<file path="src/rtl/bseq_pkg.sv">
package bseq_pkg;
  typedef enum logic {
    ORD_LINEAR = 1'b0,
    ORD_XOR    = 1'b1
  } order_e;
endpackage

</file>
<file path="src/rtl/bseq_beat_ctr.sv">
module bseq_beat_ctr #(
  parameter int CW = 2
) (
  input  logic          clk,
  input  logic          rst,
  input  logic          en,
  input  logic          restart,
  input  logic          step,
  output logic [CW-1:0] cnt,
  output logic [CW-1:0] cnt_nx
);
  always_comb begin
    cnt_nx = cnt;
    if (en) begin
      if (restart)   cnt_nx = '0;
      else if (step) cnt_nx = cnt + CW'(1);
    end
  end

  always_ff @(posedge clk) begin
    if (rst) cnt <= '0;
    else     cnt <= cnt_nx;
  end


  step_wrap_chk: assert property (@(posedge clk) disable iff (rst)
    en && step && !restart |=> cnt == $past(cnt) + CW'(1));


  restart_prio_chk: assert property (@(posedge clk) disable iff (rst)
    en && restart |=> cnt == '0);
endmodule

</file>
<file path="src/rtl/bseq_start_reg.sv">
module bseq_start_reg #(
  parameter int AW = 8
) (
  input  logic          clk,
  input  logic          rst,
  input  logic          en,
  input  logic          load,
  input  logic [AW-1:0] start_addr,
  output logic [AW-1:0] base,
  output logic [AW-1:0] base_nx
);
  assign base_nx = (en && load) ? start_addr : base;

  always_ff @(posedge clk) begin
    if (rst) base <= '0;
    else     base <= base_nx;
  end
endmodule

</file>
<file path="src/rtl/bseq_order_map.sv">
module bseq_order_map #(
  parameter int CW = 2
) (
  input  bseq_pkg::order_e order,
  input  logic [CW-1:0]    start_lo,
  input  logic [CW-1:0]    beat,
  output logic [CW-1:0]    addr_lo
);
  logic [CW-1:0] lin_lo;
  logic [CW-1:0] xor_lo;

  assign lin_lo = start_lo + beat;

  for (genvar i = 0; i < CW; i++) begin : g_xor
    assign xor_lo[i] = start_lo[i] ^ beat[i];
  end

  assign addr_lo = (order == bseq_pkg::ORD_XOR) ? xor_lo : lin_lo;
endmodule

</file>
<file path="src/rtl/bseq_burst_addr.sv">
module bseq_burst_addr #(
  parameter int AW    = 8,
  parameter int BEATS = 4
) (
  input  logic          clk,
  input  logic          rst,
  input  logic          clk_en,
  input  logic          load,
  input  logic          advance,
  input  logic          order_sel,
  input  logic [AW-1:0] start_addr,
  output logic [AW-1:0] cur_addr
);
  localparam int CW = $clog2(BEATS);

  logic [AW-1:0] base, base_nx;
  logic [CW-1:0] cnt, cnt_nx;
  logic [CW-1:0] lo_nx;
  bseq_pkg::order_e order;

  assign order = bseq_pkg::order_e'(order_sel);

  bseq_start_reg #(.AW(AW)) u_start (
    .clk(clk), .rst(rst), .en(clk_en), .load(load),
    .start_addr(start_addr), .base(base), .base_nx(base_nx)
  );

  bseq_beat_ctr #(.CW(CW)) u_ctr (
    .clk(clk), .rst(rst), .en(clk_en), .restart(load),
    .step(advance), .cnt(cnt), .cnt_nx(cnt_nx)
  );

  bseq_order_map #(.CW(CW)) u_map (
    .order(order), .start_lo(base_nx[CW-1:0]), .beat(cnt_nx), .addr_lo(lo_nx)
  );

  always_ff @(posedge clk) begin
    if (rst)         cur_addr <= '0;
    else if (clk_en) cur_addr <= {base_nx[AW-1:CW], lo_nx};
  end


  frozen_hold_chk: assert property (@(posedge clk) disable iff (rst)
    !clk_en |=> $stable(cur_addr));


  load_addr_chk: assert property (@(posedge clk) disable iff (rst)
    clk_en && load |=> cur_addr == $past(start_addr));


  upper_fixed_chk: assert property (@(posedge clk) disable iff (rst)
    !(clk_en && load) |=> cur_addr[AW-1:CW] == $past(cur_addr[AW-1:CW]));


  reset_zero_chk: assert property (@(posedge clk)
    rst |=> cur_addr == '0);

  // internal consistency: stored start matches output upper bits
  base_upper_chk: assert property (@(posedge clk) disable iff (rst)
    cur_addr[AW-1:CW] == base[AW-1:CW]);

  // counter is zero right after a load
  cnt_zero_chk: assert property (@(posedge clk) disable iff (rst)
    clk_en && load |=> cnt == '0);
endmodule

</file>
<file path="config.mk">
export PLATFORM = sky130hd
export DESIGN_NAME = bseq_burst_addr
export DESIGN_NICKNAME = d
export VERILOG_FILES = /design/src/rtl/bseq_pkg.sv /design/src/rtl/bseq_beat_ctr.sv /design/src/rtl/bseq_start_reg.sv /design/src/rtl/bseq_order_map.sv /design/src/rtl/bseq_burst_addr.sv
export SDC_FILE = /design/constraint.sdc
export NUM_CORES = 1
export LEC_CHECK = 0
export BUFFER_PORTS_ARGS = -buffer_cell sky130_fd_sc_hd__buf_2
export CORE_MARGIN = 3
export CORE_UTILIZATION = 45
export CTS_CLUSTER_SIZE = 16
export DETAILED_ROUTE_END_ITERATION = 16
export GPL_TIMING_DRIVEN = 0
export PLACE_DENSITY = 0.72
export SLEW_MARGIN = 30
export SYNTH_ARGS = -nofsm -noshare
export SYNTH_HDL_FRONTEND = slang
export SYNTH_HIERARCHICAL = 1
export SYNTH_SLANG_ARGS = --single-unit
export TNS_END_PERCENT = 5
</file>
<file path="constraint.sdc">
create_clock -name clk -period 1.5 [get_ports clk]
set_input_delay 0.075 -clock clk [delete_from_list [all_inputs] [get_ports clk]]
set_output_delay 0.075 -clock clk [all_outputs]
set_load 0.02 [all_outputs]
</file>
# After elaboration in Yosys (flattened, before gate mapping)
# Cells that the tools add are included.
[word_totals] regBits=18 in_bits=14 out_inout_bits=8
[op_classes] addsub=2 mux=5 n_bitwise=2 n_reduce_logical=1
[ops] cell="$mux W2" count=4
[ops] cell="$mux W8" count=1
[ops] cell="$add A2 B1 Y2 const B" count=1
[ops] cell="$add A2 B2 Y2" count=1
[ops] cell="$xor A1 B1 Y1" count=2
[ops] cell="$logic_and A1 B1 Y1" count=1

# Longest topological paths before layout
# Gate-level depths: netlist of run 1.
[depth] depth_word=6 mapped_depth=9 ltp_nobuf=8

# By module
# The synthesis of run 1 kept the hierarchy.
[by_module_without_submodules] module="bseq_start_reg" n_inst=1 cells_each=45 area_per_inst_um2=392.9
[by_module_without_submodules] module="bseq_burst_addr" n_inst=1 cells_each=26 area_per_inst_um2=285.3
[by_module_without_submodules] module="bseq_beat_ctr" n_inst=1 cells_each=14 area_per_inst_um2=123.9
[by_module_without_submodules] module="bseq_order_map" n_inst=1 cells_each=4 area_per_inst_um2=36.3

# Least setup slack after synthesis of run 1
# Ideal clock, no wire load.
[synth_path] kind="register to register" startpoint="register u_ctr.cnt[0]" endpoint="register cur_addr[1]" setup_ns=0.124 t_arrival_ns=1.304 t_required_ns=1.376 setup_slack_ns=0.072 stages_incl_launch_ff=9 path_buffers=0 path_cell_list="dfxtp_1 inv_2 mux2_4 o22ai_1 ha_1 nor2b_1 xnor2_1 mux2i_1 nor2_1"
[synth_via] elab_chain_cells=6 elab_cells_between_ends=7
[synth_rtl] item="start: declaration" line_no="bseq_beat_ctr.sv:9" rtl="output logic [CW-1:0] cnt,"
[synth_rtl] item="start signal: assignment" line_no="bseq_beat_ctr.sv:22" rtl="else cnt <= cnt_nx;"
[synth_rtl] item="$add A2 B1 Y2" line_no="bseq_beat_ctr.sv:16" rtl="else if (step) cnt_nx = cnt + CW'(1);"
[synth_rtl] item="$mux W2" line_no="bseq_beat_ctr.sv:16"
[synth_rtl] item="$mux W2" line_no="bseq_beat_ctr.sv:15" rtl="if (restart) cnt_nx = '0;"
[synth_rtl] item="$mux W2 *" line_no="bseq_beat_ctr.sv:14" rtl="if (en) begin"
[synth_rtl] item="via cnt_nx[0]" line_no="bseq_burst_addr.sv:17" rtl="logic [CW-1:0] cnt, cnt_nx;"
[synth_rtl] item="$add A2 B2 Y2 *" line_no="bseq_order_map.sv:12" rtl="assign lin_lo = start_lo + beat;"
[synth_rtl] item="$mux W2 *" line_no="bseq_order_map.sv:18" rtl="assign addr_lo = (order == bseq_pkg::ORD_XOR) ? xor_lo : lin_lo;"
[synth_rtl] item="via lo_nx[1]" line_no="bseq_burst_addr.sv:18" rtl="logic [CW-1:0] lo_nx;"
[synth_rtl] item="end signal: assignment" line_no="bseq_burst_addr.sv:39" rtl="else if (clk_en) cur_addr <= {base_nx[AW-1:CW], lo_nx};"
[synth_rtl] item="end: declaration" line_no="bseq_burst_addr.sv:12" rtl="output logic [AW-1:0] cur_addr"
# The timed path passes the listed nets; every way through them passes the cells marked *.
# A chain may end at the register's enable or synchronous reset.

# Worst setup path after layout of run 1
[layout_path] startpoint="register u_ctr.cnt[0]" endpoint="register cur_addr[1]"
[layout_via] elab_chain_cells=6 elab_cells_between_ends=7
[layout_rtl] item="$add A2 B1 Y2 *" line_no="bseq_beat_ctr.sv:16"
[layout_rtl] item="$mux W2 *" line_no="bseq_beat_ctr.sv:16"
[layout_rtl] item="$mux W2 *" line_no="bseq_beat_ctr.sv:15"
[layout_rtl] item="$mux W2 *" line_no="bseq_beat_ctr.sv:14"
[layout_rtl] item="via cnt_nx[1]" line_no="bseq_burst_addr.sv:17"
[layout_rtl] item="$add A2 B2 Y2 or $xor A1 B1 Y1 (tied branches)" line_no="bseq_order_map.sv:12, bseq_order_map.sv:15"
[layout_rtl] item="$mux W2 *" line_no="bseq_order_map.sv:18"
[layout_rtl] item="via lo_nx[1]" line_no="bseq_burst_addr.sv:18"
# Marked as above.

==> results of run 1 <==
[per-layer routing]
layer | track usage | share of wire | up-vias
met5 | 0 | 0 | -
met4 | 0.0853 | 0.0076 | 0
met3 | 0.0245 | 0.040 | 2
met2 | 0.210 | 0.43 | 13
met1 | 0.213 | 0.52 | 289
li1 | - | - | 363
[synth_stat cells]
cell / n
buf_6: 4
inv_2: 1
xnor2_1: 2
buf_2: 1
a21bo_2: 4
a21oi_1: 9
o22ai_1: 1
nand3_1: 8
buf_1: 2
nand2_1: 10
nor2b_1: 1
nor2_1: 8
mux2_4: 1
o32ai_1: 1
o21bai_1: 1
nand2b_1: 1
and4b_1: 1
or2_2: 1
a21boi_0: 1
ha_1: 1
a21bo_1: 4
mux2i_1: 8
dfxtp_1: 18
[flip-flops by register name, summed over array words and instances, names as in the netlist]
| name | flops |
|---|---|
| u_ctr/cnt | 2 |
| u_start/base | 8 |
| cur_addr | 8 |
[repair_timing]
item | CTS | global route
hold buffers | 1 | 0
endpoints found under the hold margin | 1 | 0
endpoints found under the setup margin | 1 | 1
pin swaps | 0 | 5
setup buffers | 1 | 1
gates resized for setup | 3 | 2
[logic make-up after synthesis]
| group | after synthesis |
|---|---|
| xor+xnor | 2 |
| mux | 9 |
| fa+ha+maj | 1 |
| buf+inv | 8 |
| simple gates | 30 |
| compound gates | 21 |
| flops | 18 |
[cell type report]
class	count	area [µm²]
Timing Repair Buffer	24	134
Tap cell	24	30.0
Fill cell	154	573
Clock buffer	4	36.3
Inverter	1	3.75
Sequential cell	18	362
Buffer	7	57.6
Multi-Input combinational cell	63	433
[per-stage QoR]
step                      instances  setup TNS, ns   util
after floorplan                  89              0      -
after global placement          134        -0.0473  0.598
after detailed placement        134        -0.0554  0.598
after CTS                       140              0  0.637
after global routing            141         -0.166  0.648
final                           141        -0.0613  0.648
[worst max-delay path by stage]
| stage | from | to | slack [ns] | cells past startpoint |
|---|---|---|---|---|
| floorplan | u_ctr/cnt[0]$_SDFF_PP0_ | cur_addr[1]$_SDFFE_PP0P_ | 0.07 | 8 |
| global placement | u_ctr/cnt[0]$_SDFF_PP0_ | cur_addr[1]$_SDFFE_PP0P_ | -0.05 | 8 |
| detailed placement | u_ctr/cnt[0]$_SDFF_PP0_ | cur_addr[1]$_SDFFE_PP0P_ | -0.06 | 8 |
| CTS | u_ctr/cnt[0]$_SDFF_PP0_ | cur_addr[1]$_SDFFE_PP0P_ | 0.006 | 8 |
| global route | u_ctr/cnt[0]$_SDFF_PP0_ | cur_addr[1]$_SDFFE_PP0P_ | -0.17 | 8 |
| finish | u_ctr/cnt[0]$_SDFF_PP0_ | cur_addr[1]$_SDFFE_PP0P_ | -0.06 | 8 |
[power groups by stage]
stage               clock [mW]  combinational [mW]  sequential (mW)
floorplan                    0              0.0922            0.529
global placement             0               0.150            0.517
detailed placement           0               0.152            0.518
CTS                      0.309               0.159            0.507
global route             0.331               0.182            0.510
finish                   0.298               0.165            0.507
[worst max-delay path, delay by kind of cell, from the launching register on]
kind | cells | cell delay, ns
and+or+nand+nor | 3 | 0.41
DFF | 1 | 0.35
xor gates and xnor gates | 2 | 0.35
AOI/OAI and AO/OA | 1 | 0.18
buffers and inverters | 1 | 0.11
muxes | 1 | 0.10
==> summary.txt, run 1 <==
Status
  – Status: complete, but fails checks
  – Failing checks: negative setup slack

Die
  – FP Rows: 14
  – Starting Density: 0.515
  – CORE AREA: 0.00163 mm²
  – Width of the chip: 49.2 µm
  – Ports: 22
  – Die outline area: 0.00242 mm²
  – Die height: 49.2 µm

Pwr
  – Internal: 0.727 mW
  – Leakage: 0.529 nW
  – Total power: 0.970 mW
  – Switching Fraction: 0.250
  – Psw: 0.243 mW
  – Flop pwr share: 0.523
  – Combinational power share: 0.170
  – Max IR drop VDD: 0.702 mV
  – Ratio of total power to cell area: 919 mW/mm²
  – Clock share of power: 0.307

Worst hold path
  – Hold depth: 3
  – Worst hold path type: input pin to flop
  – Worst hold start: start_addr[3]
  – Sink of the worst hold path: u_start/base[3]$_SDFF_PP0_

Drt
  – Antenna Nets Post-Route: 0
  – DRC: 0
  – Vias: 667
  – Final WL: 1710 µm
  – Initial DRC count: 6
  – Drt wl/cell: 12.1 µm
  – Pre-antenna DRT Iters: 4
  – Vias per cell: 4.73

Cells and area
  – Commonest non-fill, non-tap cells in the layout: buf_2 (22), dfxtp_1 (17), nand2_1 (10)
  – Leading cell type in the layout, fill and taps excluded: buf_2
  – N_diodes: 0
  – Final Cell Area: 0.00106 mm²
  – Nets: 133
  – Area Overhead vs Synth: 26.0%
  – Layout cells sized above 1: 0.368

Synth
  – Multiplexer share of the synthesized area: 0.113
  – Largest cells by area after synthesis: dfxtp_1 (43%), mux2i_1 (9.6%), a21oi_1 (5.4%)
  – Leading area contributor after synthesis: dfxtp_1
  – #FFs+latches synth: 18
  – Sequential fraction of the synthesis area: 0.430
  – Mapped cell area: 838 µm²
  – Synth Area in Simple Gates: 0.163
  – Post-synthesis compound-gate area fraction: 0.185
  – Largest family of logic cells by synthesized area: compound AO/OA/AOI/OAI gates
  – Mapped Avg Cell Area: 9.42 µm²
  – Post-synth top area share: 0.430
  – XOR/XNOR Fraction of Synth Area: 0.0209
  – Synthesized instance count: 89
  – Adder-Cell Fraction of Synth Area: 0.0149
  – Synthesized Nets: 104
  – Ys Warns: 6
  – Yosys cell types: 23

Place
  – Dpl cell area: 973 µm²
  – Global placement routability congestion: 0.689
  – Setup slack at placement: -0.0554 ns
  – Port buffer count: 21
  – Final HPWL from detailed placement: 1210 µm

Critical path
  – Reg2reg start: u_ctr/cnt[0]$_SDFF_PP0_
  – Crit path kind: flop to flop
  – Worst-case reg-to-reg path depth: 8
  – RR Endpoint: cur_addr[1]$_SDFFE_PP0P_
  – Worst Path Arrival: 1.79 ns
  – Crit Path Max Fanout: 2
  – Slowest cell on the critical path: dfxtp_2
  – Critical path, cell by cell: buf_6 > and4b_1 > o21bai_1 > nand2_1 > xnor2_2 > xnor2_1 > mux2i_1 > nor2_1
  – Crit end category: flop
  – Reg-to-reg setup timing slack: -0.06 ns
  – CP Data Required Time: 1.73 ns
  – Crit path largest cell delay: 0.35 ns
  – Critical path launch point type: flop

Timing
  – Max-slew violation count: 0
  – Worst Max-Slew Pin Slew: 0.334 ns
  – Endpoints failing setup: 1
  – WHS: 0.0617 ns
  – Final worst slack: -0.0613 ns
  – Min Tclk post-route: 1.56 ns
  – Hold Fails Final Rpt: 0
  – RSZ-0062 raised after global routing: true
  – Slew margin rel.: 0.777
  – Max frequency: 640 MHz
  – Crit share post-route: 1.04
  – Final Skew: 0.000392 ns

Run
  – Max-Cap Viols: 0

Clocking
  – TritonCTS buffer count: 3
  – CTS tree: done
  – H-tree levels: 1
  – CTS root buf: clkbuf_4
  – Clk pin slew, worst setup/hold paths: 0.10 ns
  – Clk Latency, worst-skew pair: 0.29 ns
  – Clock Sinks: 18
  – Clock Path Buffers: 2

GRT
  – GRT Overall Usage: 0.150
  – Largest net degree at the start of global routing: 11
  – First-pass GRT wire length: 2830 µm
  – Number of global-route vias before repair: 645
  – Initial antenna violation count: 0
  – Grt ovf: 0
Power figures use the tool's default switching activity.
==> run 2: changes to the inputs <==
- PLACE_DENSITY: 0.72 -> default
- PLACE_DENSITY_LB_ADDON: default -> 0.12
==> summary.txt, run 2 (synthesized netlist as in run 1, its figures left out) <==
Cells and area
  – Biggest regs: cur_addr x8, u_start/base x8, u_ctr/cnt x2
  – N_diodes: 0
  – Nets: 132
  – Area Overhead vs Synth: 25.5%
  – Final core area utilization: 0.646
  – Commonest non-fill, non-tap cells in the layout: buf_2 (22), dfxtp_1 (17), nand2_1 (10)
  – Layout cells sized above 1: 0.371
  – Leading cell type in the layout, fill and taps excluded: buf_2

Die
  – Die height: 49.2 µm
  – FP Rows: 14
  – Starting Density: 0.515
  – Ports: 22
  – Die outline area: 0.00242 mm²
  – CORE AREA: 0.00163 mm²
  – Width of the chip: 49.2 µm

GRT
  – Grt ovf: 0
  – Number of global-route vias before repair: 678
  – Initial antenna violation count: 0
  – GRT Overall Usage: 0.161
  – Largest net degree at the start of global routing: 11
  – First-pass GRT wire length: 3020 µm

Timing
  – Final worst slack: 0.00246 ns
  – Slew margin rel.: 0.750
  – Max-slew violation count: 0
  – Crit share post-route: 0.998
  – WHS: 0.0698 ns
  – Setup TNS: 0 ns
  – Endpoints failing setup: 0
  – Final Skew: 0.00205 ns
  – Worst Max-Slew Pin Slew: 0.376 ns
  – RSZ-0062 raised after global routing: true
  – Max frequency: 668 MHz
  – Min Tclk post-route: 1.50 ns
  – Hold Fails Final Rpt: 0

Critical path
  – Slowest cell on the critical path: dfxtp_2
  – WP buf/inv: 1
  – Crit path kind: flop to flop
  – CP Data Required Time: 1.68 ns
  – Cell family with most CP delay: multiplexers
  – Critical path launch point type: flop
  – Crit Path Max Fanout: 3
  – Crit end category: flop
  – Critical path, cell by cell: inv_2 > mux2_4 > o22ai_2 > ha_2 > nor2b_4 > xnor2_1 > mux2i_1 > nor2_1
  – Critical Path Stages: 8
  – Crit path largest cell delay: 0.34 ns
  – Worst-case reg-to-reg path depth: 8
  – Worst Path Arrival: 1.68 ns

Pwr
  – Leakage: 0.521 nW
  – Ratio of total power to cell area: 916 mW/mm²
  – Max IR drop VDD: 0.569 mV

Drt
  – Vias: 691
  – Drt wl/cell: 12.7 µm
  – Antenna Nets Post-Route: 0
  – Final WL: 1780 µm
  – Vias per cell: 4.94
  – Pre-antenna DRT Iters: 4
  – Initial DRC count: 14
  – DRC: 0

Run
  – Max-Cap Viols: 0

Worst hold path
  – Hold depth: 3
  – Worst hold path type: input pin to flop

Clocking
  – CTS root buf: clkbuf_4
  – TritonCTS buffer count: 3
  – CTS tree: done
  – Clock Path Buffers: 2
  – Clk Latency, worst-skew pair: 0.29 ns
  – H-tree levels: 1
  – Clk pin slew, worst setup/hold paths: 0.10 ns
  – Clock Sinks: 18

Status
  – Status: finished, final reports clean

Place
  – Final HPWL from detailed placement: 1280 µm
  – Global placement routability congestion: 0.699
  – Setup slack at placement: -0.103 ns
  – Port buffer count: 21
## run 2: cell count changes in the layout (fill, tap and decap cells not counted), sizes merged
cell / before / now
buf: 30 / 29
## run 2: report_power, final
part           internal [mW]  switching [mW]
logic                 0.0782          0.0867
clock network          0.148           0.145
registers              0.499         0.00722
total                  0.725           0.239
## run 2: stage by stage
stage | total power [mW] | instance area (µm²) | std cells
global route | 1.02 | 1050 | 140
global placement | 0.668 | 973 | 134
detailed placement | 0.672 | 973 | 134
floorplan | 0.621 | 838 | 89
finish | 0.964 | 1050 | 140
CTS | 0.975 | 1040 | 140
## run 2: worst reg2reg max path: stages, from the launching register on
cell and delay, ns:
dfxtp_2 0.34, inv_2 0.06, mux2_4 0.30, o22ai_2 0.12, ha_2 0.19, nor2b_4 0.13
xnor2_1 0.07, mux2i_1 0.13, nor2_1 0.05
## run 2: worst paths after layout
kind | startpoint | end | slack [ns]
setup / recovery | u_ctr/cnt[0]$_SDFF_PP0_ | cur_addr[1]$_SDFFE_PP0P_ | 0.002
hold / removal | start_addr[0] | u_start/base[0]$_SDFF_PP0_ | 0.07
setup reg to reg | u_ctr/cnt[0]$_SDFF_PP0_ | cur_addr[1]$_SDFFE_PP0P_ | 0.002
hold reg to reg | cur_addr[4]$_SDFFE_PP0P_ | cur_addr[4]$_SDFFE_PP0P_ | 0.49
## run 2: area by class of cell
| class | count | area [µm²] |
|---|---|---|
| tap | 24 | 30.0 |
| clock buffer | 4 | 36.3 |
| timing repair buffer | 23 | 123 |
| multi-input combinational | 63 | 440 |
| buffer | 7 | 57.6 |
| fill | 161 | 577 |
| inverter | 1 | 3.75 |
| sequential | 18 | 362 |
## run 2: layer usage
layer	track usage	share of wire
met4	0.0995	0.012
met1	0.215	0.50
met3	0.0214	0.037
met2	0.243	0.46
met5	0	0
## run 2: what timing repair did
action / 4_1_cts / 5_1_grt
setup buffers: 1 / 0
hold buffers: 1 / 0
gates resized for setup: 5 / 1
setup endpoints to repair: 1 / 1
pin swaps: 2 / 0
endpoints found under the hold margin: 1 / 0
